<file path="config.mk">
export PLATFORM = sky130hd
export DESIGN_NAME = irq_agg_top
export DESIGN_NICKNAME = d
export VERILOG_FILES = /design/src/rtl/irq_agg_pkg.sv /design/src/rtl/irq_evt_latch.sv /design/src/rtl/irq_mask_reg.sv /design/src/rtl/irq_read_port.sv /design/src/rtl/irq_agg_top.sv
export SDC_FILE = /design/constraint.sdc
export NUM_CORES = 1
export LEC_CHECK = 0
export BUFFER_PORTS_ARGS = -buffer_cell sky130_fd_sc_hd__buf_4
export CAP_MARGIN = 40
export CORE_ASPECT_RATIO = 0.5
export CORE_UTILIZATION = 30
export CTS_BUF_LIST = sky130_fd_sc_hd__clkbuf_2
export DETAILED_ROUTE_END_ITERATION = 16
export GPL_TIMING_DRIVEN = 0
export MAX_ROUTING_LAYER = met4
export PLACE_DENSITY = 0.67
export SETUP_SLACK_MARGIN = 0.4
export SYNTH_ARGS = -nofsm -noshare
export SYNTH_HDL_FRONTEND = slang
export SYNTH_SLANG_ARGS = --single-unit
</file>
<file path="constraint.sdc">
create_clock -name clk_i -period 0.97 [get_ports clk_i]
set_input_delay 0.194 -clock clk_i [delete_from_list [all_inputs] [get_ports clk_i]]
set_output_delay 0.194 -clock clk_i [all_outputs]
set_load 0.005 [all_outputs]
</file>
<file path="src/rtl/irq_agg_pkg.sv">
package irq_agg_pkg;
  localparam int unsigned ADDR_W = 2;

  typedef enum logic [ADDR_W-1:0] {
    SEL_SRC  = 2'd0,
    SEL_MASK = 2'd1
  } reg_sel_e;

  localparam int unsigned EVT_BUS_RESET = 0;
  localparam int unsigned EVT_RX_ERR    = 1;
  localparam int unsigned EVT_RESUME    = 2;
endpackage

</file>
<file path="src/rtl/irq_evt_latch.sv">
module irq_evt_latch #(
  parameter int unsigned NUM_DEV = 3
) (
  input  logic               clk_i,
  input  logic               rst_ni,
  input  logic [NUM_DEV-1:0] evt_i,
  input  logic               clr_i,
  output logic [NUM_DEV-1:0] lat_o
);
  logic [NUM_DEV-1:0] lat_q;

  for (genvar i = 0; i < NUM_DEV; i++) begin : g_bit
    // set wins over clear so a coincident event survives the read
    always_ff @(posedge clk_i or negedge rst_ni) begin
      if (!rst_ni)          lat_q[i] <= 1'b0;
      else if (evt_i[i])    lat_q[i] <= 1'b1;
      else if (clr_i)       lat_q[i] <= 1'b0;
    end
  end

  assign lat_o = lat_q;


  evt_sets_chk: assert property (@(posedge clk_i) disable iff (!rst_ni)
    (|evt_i) |=> ((lat_q & $past(evt_i)) == $past(evt_i)));

  clr_keeps_new_chk: assert property (@(posedge clk_i) disable iff (!rst_ni)
    clr_i |=> (lat_q == $past(evt_i)));
endmodule

</file>
<file path="src/rtl/irq_mask_reg.sv">
module irq_mask_reg #(
  parameter int unsigned DATA_W = 32,
  parameter int unsigned VALID_W = 19
) (
  input  logic              clk_i,
  input  logic              rst_ni,
  input  logic              wr_i,
  input  logic [DATA_W-1:0] wdata_i,
  output logic [DATA_W-1:0] mask_o
);
  localparam logic [DATA_W-1:0] VALID_BITS = {{(DATA_W-VALID_W){1'b0}}, {VALID_W{1'b1}}};

  logic [DATA_W-1:0] mask_q;

  always_ff @(posedge clk_i or negedge rst_ni) begin
    if (!rst_ni)   mask_q <= '0;
    else if (wr_i) mask_q <= wdata_i & VALID_BITS;
  end

  assign mask_o = mask_q;


  mask_hold_chk: assert property (@(posedge clk_i) disable iff (!rst_ni)
    !wr_i |=> $stable(mask_q));
endmodule

</file>
<file path="src/rtl/irq_read_port.sv">
module irq_read_port
  import irq_agg_pkg::*;
#(
  parameter int unsigned DATA_W = 32
) (
  input  logic              clk_i,
  input  logic              rst_ni,
  input  logic              rd_i,
  input  logic [ADDR_W-1:0] addr_i,
  input  logic [DATA_W-1:0] src_i,
  input  logic [DATA_W-1:0] mask_i,
  output logic [DATA_W-1:0] rdata_o
);
  logic [DATA_W-1:0] rdata_q;
  logic [DATA_W-1:0] rdata_d;

  always_comb begin
    unique case (addr_i)
      SEL_SRC:  rdata_d = src_i;
      SEL_MASK: rdata_d = mask_i;
      default:  rdata_d = '0;
    endcase
  end

  always_ff @(posedge clk_i or negedge rst_ni) begin
    if (!rst_ni)   rdata_q <= '0;
    else if (rd_i) rdata_q <= rdata_d;
  end

  assign rdata_o = rdata_q;


  rsvd_zero_chk: assert property (@(posedge clk_i) disable iff (!rst_ni)
    (rd_i && addr_i == SEL_SRC) |=> (rdata_q[DATA_W-1:DATA_W-2] == 2'b00));

  rdata_hold_chk: assert property (@(posedge clk_i) disable iff (!rst_ni)
    !rd_i |=> $stable(rdata_q));
endmodule

</file>
<file path="src/rtl/irq_agg_top.sv">
module irq_agg_top
  import irq_agg_pkg::*;
#(
  parameter int unsigned NUM_EP  = 16,
  parameter int unsigned NUM_DEV = 3,
  parameter int unsigned DATA_W  = 32
) (
  input  logic               clk_i,
  input  logic               rst_ni,
  input  logic [NUM_DEV-1:0] dev_evt_i,
  input  logic [NUM_EP-1:0]  ep_irq_i,
  input  logic [ADDR_W-1:0]  reg_addr_i,
  input  logic               reg_wr_i,
  input  logic               reg_rd_i,
  input  logic [DATA_W-1:0]  reg_wdata_i,
  output logic [DATA_W-1:0]  reg_rdata_o,
  output logic               irq_o
);
  localparam int unsigned DEV_LSB = NUM_EP;
  localparam int unsigned VALID_W = NUM_EP + NUM_DEV;

  logic               src_clr;
  logic               mask_wr;
  logic [NUM_DEV-1:0] dev_lat;
  logic [DATA_W-1:0]  mask;
  logic [DATA_W-1:0]  src_view;

  assign src_clr = reg_rd_i && (reg_addr_i == SEL_SRC);
  assign mask_wr = reg_wr_i && (reg_addr_i == SEL_MASK);

  irq_evt_latch #(.NUM_DEV(NUM_DEV)) u_latch (
    .clk_i  (clk_i),
    .rst_ni (rst_ni),
    .evt_i  (dev_evt_i),
    .clr_i  (src_clr),
    .lat_o  (dev_lat)
  );

  irq_mask_reg #(.DATA_W(DATA_W), .VALID_W(VALID_W)) u_mask (
    .clk_i   (clk_i),
    .rst_ni  (rst_ni),
    .wr_i    (mask_wr),
    .wdata_i (reg_wdata_i),
    .mask_o  (mask)
  );

  always_comb begin
    src_view = '0;
    src_view[NUM_EP-1:0] = ep_irq_i;
    src_view[DEV_LSB +: NUM_DEV] = dev_lat;
  end

  irq_read_port #(.DATA_W(DATA_W)) u_rd (
    .clk_i   (clk_i),
    .rst_ni  (rst_ni),
    .rd_i    (reg_rd_i),
    .addr_i  (reg_addr_i),
    .src_i   (src_view),
    .mask_i  (mask),
    .rdata_o (reg_rdata_o)
  );

  assign irq_o = |(src_view & mask);


  no_enable_no_irq_chk: assert property (@(posedge clk_i) disable iff (!rst_ni)
    (mask == '0) |-> !irq_o);

  no_side_clear_chk: assert property (@(posedge clk_i) disable iff (!rst_ni)
    (!src_clr && !(|dev_evt_i)) |=> $stable(dev_lat));

  ep_irq_chk: assert property (@(posedge clk_i) disable iff (!rst_ni)
    (|(ep_irq_i & mask[NUM_EP-1:0])) |-> irq_o);
endmodule

</file>
# Word-level counts from Yosys, hierarchy flattened
# Index checks and enable logic that the tools add are counted.
# totals
regBits,54
latchBits,0
ram_bits,0
rom_bits,0
input_bits,57
memories,0
# op_classes
addsub,0
multipliers,0
div,0
order_cmp,0
eq_ne,1
shifts,0
mux,5
bitwise_logic,1
n_reduce_logical,7
# ops
operator,n
one-hot mux 19 bit (2 select lines),1
OR reduction 32 bit,1
AND 19 bit,1
nonzero test 2 bit,3
2-to-1 mux 1 bit,4
"equality test 2 x 1 -> 1 bit, second input constant",1
logical AND 1 bit,2
logical NOT 2 bit,1

# Logic depth before layout (Yosys ltp)
# Gate-level depths: netlist (run 1).
# depth
depth_word,4
mapped_depth,4

# Modules after synthesis
# A second synthesis (run 1) with hierarchy kept.
# unflattened
cells_unflattened,218
area_unflattened_um2,2635.0
# modules_own_cells
mod,instances,cells_per_inst,area_per_inst_um2
irq_read_port,1,140,1556.5
irq_mask_reg,1,54,859.6
irq_agg_top,1,17,117.6
irq_evt_latch,1,7,101.3

# Worst setup path after synthesis (run 1)
# Ideal clock, no wire load.
# synth_timing
path_kind,reg2out
start,"reg u_mask.mask_q[2], in the netlist u_mask.mask_o[2]"
end,out irq_o
arrival_time_ps,882
required_ps,776
setup_slack_ps,-106
path_stages_with_launch,5
n_path_buf,0
path_cell_list,dfrtp_1 -> a22oi_1 -> nand4_1 -> nor3_1 -> nand2_1
# synth_between
elab_chain_len,2
# synth_lines
element,line,text
from (decl),irq_mask_reg.sv:13,logic [DATA_W-1:0] mask_q;
from (signal assigned),irq_mask_reg.sv:17,else if (wr_i) mask_q <= wdata_i & VALID_BITS;
AND 19 bit,irq_agg_top.sv:63,assign irq_o = |(src_view & mask);
OR reduction 32 bit,irq_agg_top.sv:63,
to (decl),irq_agg_top.sv:17,output logic irq_o
# Every way passes these cells.

# Final worst setup path (run 1)
# layout_timing
start,"reg u_mask.mask_q[16], in the netlist u_mask.mask_o[16]"
end,out irq_o
# The elaborated chain is that of the path after synthesis.

==> run_results.csv, run 1 <==
group,metric,value,unit
outcome,outcome,"complete, but fails checks",
outcome,violations,"negative hold slack, negative setup slack",
place,place_congestion,0.737,
sta,slew_violations,0,
drt,drt.antenna.violating_nets,0,
worst_setup_path,path_cells,"a22oi_2 > nand4_1 > nor3_2 > nand2_1 > buf_4",
drt,vias,1484,
worst_setup_path,endpoint_kind,"output pin",
sta,setup_violations,22,
clock_tree,htree_levels,2,
clock_tree,clock-root-buffer,"clkbuf_2",
worst_setup_path,ff2ff_setup_slack,-0.03,ns
die,rows,20,
layout,num-nets-final,311,
clock_tree,cts.path.max_buffers,2,
place,hpwl,3300,um
clock_tree,clk_pin_slew,0.22,ns
pwr,vdd_drop_max,0.565,mV
sta,finalWorstSetupSlack,-0.758,ns
sta,fin_hold_ws,-0.279,ns
die,ios,90,
drt,routed_via_density,4.33,
global_routing,grt_util_all_layers,15.1,%
worst_setup_path,crit_family,"flip-flops",
synth,synth_edf_count,0,
sta,skew,0.0346,ns
clock_tree,cts_buffers,5,
die,die_h,58.9,um
sta,setup_tns,-4.35,ns
synth,ys_ff_latch,41,
die,dieArea,6820,um2
synth,ys_types,20,
synth,ys.flop_type,"dfrtp_1",
sta,rsz0062_at_grt,"yes",
layout,final_cell_count_no_fill,343,
clock_tree,cts_tree,"yes",
worst_setup_path,startpoint_type,"flip-flop",
worst_setup_path,cp_num_buf_inv,1,
sta,worst_slew_pin_slew,0.527,ns
layout,fin_util,48.2,%
sta,min_period_over_period,178,%
place,place_inst,322,
hold_path,hold_path_class,"primary input to async pin",
drt,drc,0,
drt,drt-initial-drc-count,43,
die,core,6160,um2
pwr,p_leak,1.53,nW
layout,drive_gt1_share,51.4,%
synth,syn_area,1940,um2
sta,fin_crit,1.73,ns
drt,wl_per_cell,13.5,um
worst_setup_path,cp.arrival,1.53,ns
synth,syn_area_per_cell,12.2,um2
layout,syn_to_final_growth,52.8,%
layout,fill_cells,553,
sta,max_freq,579,MHz
synth,ys_async_sr_fraction,100,%
worst_setup_path,slowest_delay,0.45,ns
synth,ys_warn_count,0,
worst_setup_path,required,0.78,ns
pwr,power_density,1480,nW/um2
worst_setup_path,critPathMaxFanout,3,
clock_tree,clock-sinks,41,
die,die_w,116,um
layout,n_antenna_cell,0,
global_routing,grt_pass1_wl,7400,um
worst_setup_path,slowest_stage,"dfrtp_1",
die,start_util,31.5,%
global_routing,antenna_found_initial,0,
global_routing,grt.overflow.total,0,
pwr,total_power,4.41,mW
run,cap_violations,0,
clock_tree,clk_latency,0.41,ns
global_routing,grt_max_degree,42,
sta,slew_headroom,64.9,%
global_routing,grt_pass1_vias,1590,
synth,synth_seq_area_share,52.8,%
drt,first_pass_iters,4,
worst_setup_path,crit_type,"flip-flop to output pin",
sta,final_hold_viol_count,52,
place,io_buffers,63,
synth,synthCells,159,
drt,drt-total-wl,4640,um
-- per-stage QoR --
step | instance area [um2] | setup slack, ns
CTS | 2890 | -0.783
floorplan | 2040 | -0.0741
detailed placement | 2630 | -0.351
finish | 2970 | -0.758
global placement | 2630 | -0.345
global route | 2970 | -0.854
-- layout make-up --
cell class	instances	area [um2]	area share, %
Sequential cell	41	1030	34.6
Multi-Input combinational cell	90	821	27.7
Timing Repair Buffer	76	677	22.8
Buffer	21	199	6.70
Tap cell	88	110	3.71
Inverter	19	71.3	2.40
Clock inverter	2	33.8	1.14
Clock buffer	6	30.0	1.01
-- per-layer routing --
metal | vias to the layer above | GRT usage (%) | share of wire, %
met5 | - | - | 0
met4 | 0 | 4.95 | 1.0
met3 | 5 | 3.19 | 3.9
met2 | 36 | 27.7 | 55
met1 | 719 | 16.6 | 40
li1 | 724 | - | -
-- repair_timing --
action,in CTS,in global routing
setup endpoints to repair,61,61
resized for setup,32,10
setup buffers,8,5
pin swaps,2,8
endpoints found under the hold margin,59,63
-- cells in the mapped netlist, types with 3 or more instances --
cell type	number	share of area, %
o22ai_1	19	6.1
mux2_4	10	7.7
inv_1	19	3.7
mux2_1	9	5.2
buf_2	5	1.3
mux2i_1	19	9.8
nand2_1	3	0.58
a21o_1	3	1.2
a22oi_1	8	3.1
dfrtp_1	41	53
buf_4	14	5.4
-- logic make-up after synthesis --
group                  share of synthesized area, %
buffers and inverters                          11.1
other                                         0.193
AOI/OAI and AO/OA                              10.9
and+or+nand+nor                                2.19
DFF                                            52.8
muxes                                          22.7
-- worst paths after layout --
kind / cells after the start / to / from
max reg2reg: 3 / u_mask.mask_o[7] / u_mask.mask_o[7]
min: 1 / u_rd.rdata_o[8] / rst_ni
max in group asynchronous: 1 / u_rd.rdata_o[2] / rst_ni
min reg2reg: 1 / u_latch.lat_o[1] / u_latch.lat_o[1]
min in group clk_i: 2 / u_latch.lat_o[2] / dev_evt_i[2]
max: 5 / irq_o / u_mask.mask_o[16]
-- where the power goes --
part           internal [mW]  total, mW  switching (mW)  leakage, nW
clock network          0.440       1.00           0.563       0.0406
logic                  0.833       1.24           0.407        0.986
registers               1.95       2.16           0.210        0.501
-- sequential cells by signal, indices dropped and copies added, names as in the netlist --
| name | cells |
|---|---|
| u_mask.mask_o | 19 |
| u_latch.lat_o | 3 |
| u_rd.rdata_o | 19 |
-- placed cells by master, fill, tap and decap left out, drive strengths merged --
master | synthesis | layout
buf | 21 | 97
dfrtp | 41 | 41
mux2 | 19 | 19
inv | 19 | 19
mux2i | 19 | 19
o22ai | 19 | 19
conb | 1 | 13
a22oi | 8 | 8
clkbuf | 0 | 6
nand2 | 3 | 3
a21o | 3 | 3
a222oi | 1 | 1
nand4 | 1 | 1
nor3 | 1 | 1
nand3b | 1 | 1
nand2b | 1 | 1
or2 | 1 | 1
bufinv | 0 | 1
clkinv | 0 | 1
(Power assumes the default switching activity.)
==> run 2: changes to the inputs <==
- PLACE_DENSITY: 0.67 -> 0.65
- clock period: 0.97 -> 1.8 ns (I/O delays scaled with it)
==> run 2 against run 1 <==
  * The run ends with negative setup slack left
  * Global-route usage is 1.1 points lower
  * Sequential power is 47% lower
  * Hold slack improved by 0.39 ns
  * Clock power is 62% lower
  * First-iteration DRC count shrank 14%
  * Register-to-register slack improved by 0.81 ns
  * Critical path depth unchanged
  * Largest power group unchanged
==> run_results.csv, run 2 (synthesized netlist as in run 1, its figures left out) <==
group,metric,value,unit
sta,fin_crit,1.89,ns
drt,wl_per_cell,12.6,um
place,hpwl,3180,um
sta,min_period_over_period,105,%
die,core,6160,um2
clock_tree,htree_levels,2,
pwr,power_density,758,nW/um2
sta,setup_tns,-0.0917,ns
pwr,p_leak,1.42,nW
die,ios,90,
clock_tree,cts_buffers,5,
layout,drive_gt1_share,46.3,%
layout,syn_to_final_growth,42.7,%
sta,worst_slew_pin_slew,0.520,ns
worst_setup_path,path_cells,"a22oi_2 > nand4_1 > nor3_2 > nand2_1 > buf_6",
pwr,vdd_drop_max,0.235,mV
worst_setup_path,required,1.44,ns
clock_tree,clock-root-buffer,"clkbuf_2",
layout,final_cell_count_no_fill,345,
place,place_congestion,0.752,
drt,first_pass_iters,4,
layout,n_antenna_cell,0,
worst_setup_path,slowest_delay,0.43,ns
global_routing,grt_pass1_vias,1431,
sta,rsz0062_at_grt,"yes",
drt,vias,1473,
sta,setup_violations,1,
run,cap_violations,0,
die,dieArea,6820,um2
layout,fin_util,45.0,%
worst_setup_path,crit_type,"flip-flop to output pin",
global_routing,grt_util_all_layers,14.0,%
pwr,total_power,2.10,mW
drt,drc,0,
layout,num-nets-final,313,
global_routing,grt_pass1_wl,6850,um
sta,slew_violations,0,
worst_setup_path,crit_family,"flip-flops",
worst_setup_path,startpoint_type,"flip-flop",
sta,slew_headroom,65.3,%
sta,max_freq,529,MHz
clock_tree,clk_pin_slew,0.20,ns
worst_setup_path,endpoint_kind,"output pin",
die,rows,20,
die,die_w,116,um
clock_tree,clock-sinks,41,
global_routing,antenna_found_initial,0,
sta,final_hold_viol_count,0,
worst_setup_path,critPathMaxFanout,2,
drt,routed_via_density,4.27,
drt,drt-initial-drc-count,37,
worst_setup_path,cp_num_buf_inv,1,
place,place_inst,322,
worst_setup_path,slowest_stage,"dfrtp_1",
clock_tree,cts_tree,"yes",
sta,finalWorstSetupSlack,-0.0917,ns
place,io_buffers,63,
clock_tree,clk_latency,0.41,ns
hold_path,hold_path_class,"primary input to flip-flop",
global_routing,grt_max_degree,42,
outcome,violations,"negative setup slack",
clock_tree,cts.path.max_buffers,2,
global_routing,grt.overflow.total,0,
sta,skew,0.0153,ns
worst_setup_path,cp.arrival,1.53,ns
drt,drt-total-wl,4360,um
die,die_h,58.9,um
layout,mostFrequentLayoutCells,"86 x buf_4, 41 x dfrtp_1, 19 x inv_1, 19 x mux2i_1, 19 x o22ai_1",
drt,drt.antenna.violating_nets,0,
layout,final_common_cell,"buf_4",
die,start_util,31.5,%
outcome,outcome,"complete, but fails checks",
run 2: cell types whose count changed in the layout (fill, tap and decap cells not counted), sizes merged:
cell and delta:
bufinv -1, buf +1, clkbuf -1, dlygate4sd3 +1
clkinv +2
run 2: area by class of cell:
type / instances / area, um2
multi-input combinational: 90 / 774
tap: 88 / 110
sequential: 41 / 1030
inverter: 19 / 71.3
clock buffer: 5 / 25.0
timing repair buffer: 78 / 607
clock inverter: 3 / 12.5
buffer: 21 / 145
fill: 594 / 3380
run 2: worst paths after layout:
check                                 start          endpoint  slack, ns  cells after the start
setup / recovery           u_mask.mask_o[3]             irq_o      -0.09                      5
max in group asynchronous            rst_ni  u_mask.mask_o[2]       0.99                      2
min in group asynchronous            rst_ni  u_mask.mask_o[4]       0.43                      2
setup reg to reg           u_mask.mask_o[2]  u_mask.mask_o[2]       0.78                      3
hold / removal                 dev_evt_i[0]  u_latch.lat_o[0]       0.11                      2
hold reg to reg            u_latch.lat_o[2]  u_latch.lat_o[2]       0.53                      1
run 2: worst register-to-register path, cell delays in order, from the launching register on:
cell,delay [ns]
dfrtp_1,0.43
buf_4,0.13
buf_4,0.12
mux2_4,0.25
run 2: repair_timing:
item | CTS | global route
buffers inserted | 5 | 9
endpoints found under the setup margin | 1 | 10
gates resized for setup | 3 | 8
hold buffers | 1 | 0
pin swaps | 3 | 1
cloned | 0 | 0
hold endpoints to repair | 41 | 0
run 2: routing by layer:
metal,wire length [um],global-route usage (%),up-vias
li1,-,-,731
met1,1860,15.9,702
met2,2290,24.2,32
met3,149,2.99,8
met4,71,6.04,0
met5,0,-,-
run 2: where the power goes:
| group | internal [mW] | leakage, nW | switching [mW] |
|---|---|---|---|
| registers | 1.05 | 0.501 | 0.0969 |
| clock network | 0.0849 | 0.0278 | 0.292 |
| logic | 0.367 | 0.896 | 0.206 |
run 2: through the flow:
stage                     area, um2  setup slack (ns)  hold slack [ns]
after floorplan                1990             0.558           0.0644
after global placement         2570             0.118            0.365
after detailed placement       2570             0.131            0.370
after CTS                      2670            -0.131           0.0948
after global routing           2770            -0.220           0.0723
final                          2770           -0.0917            0.109
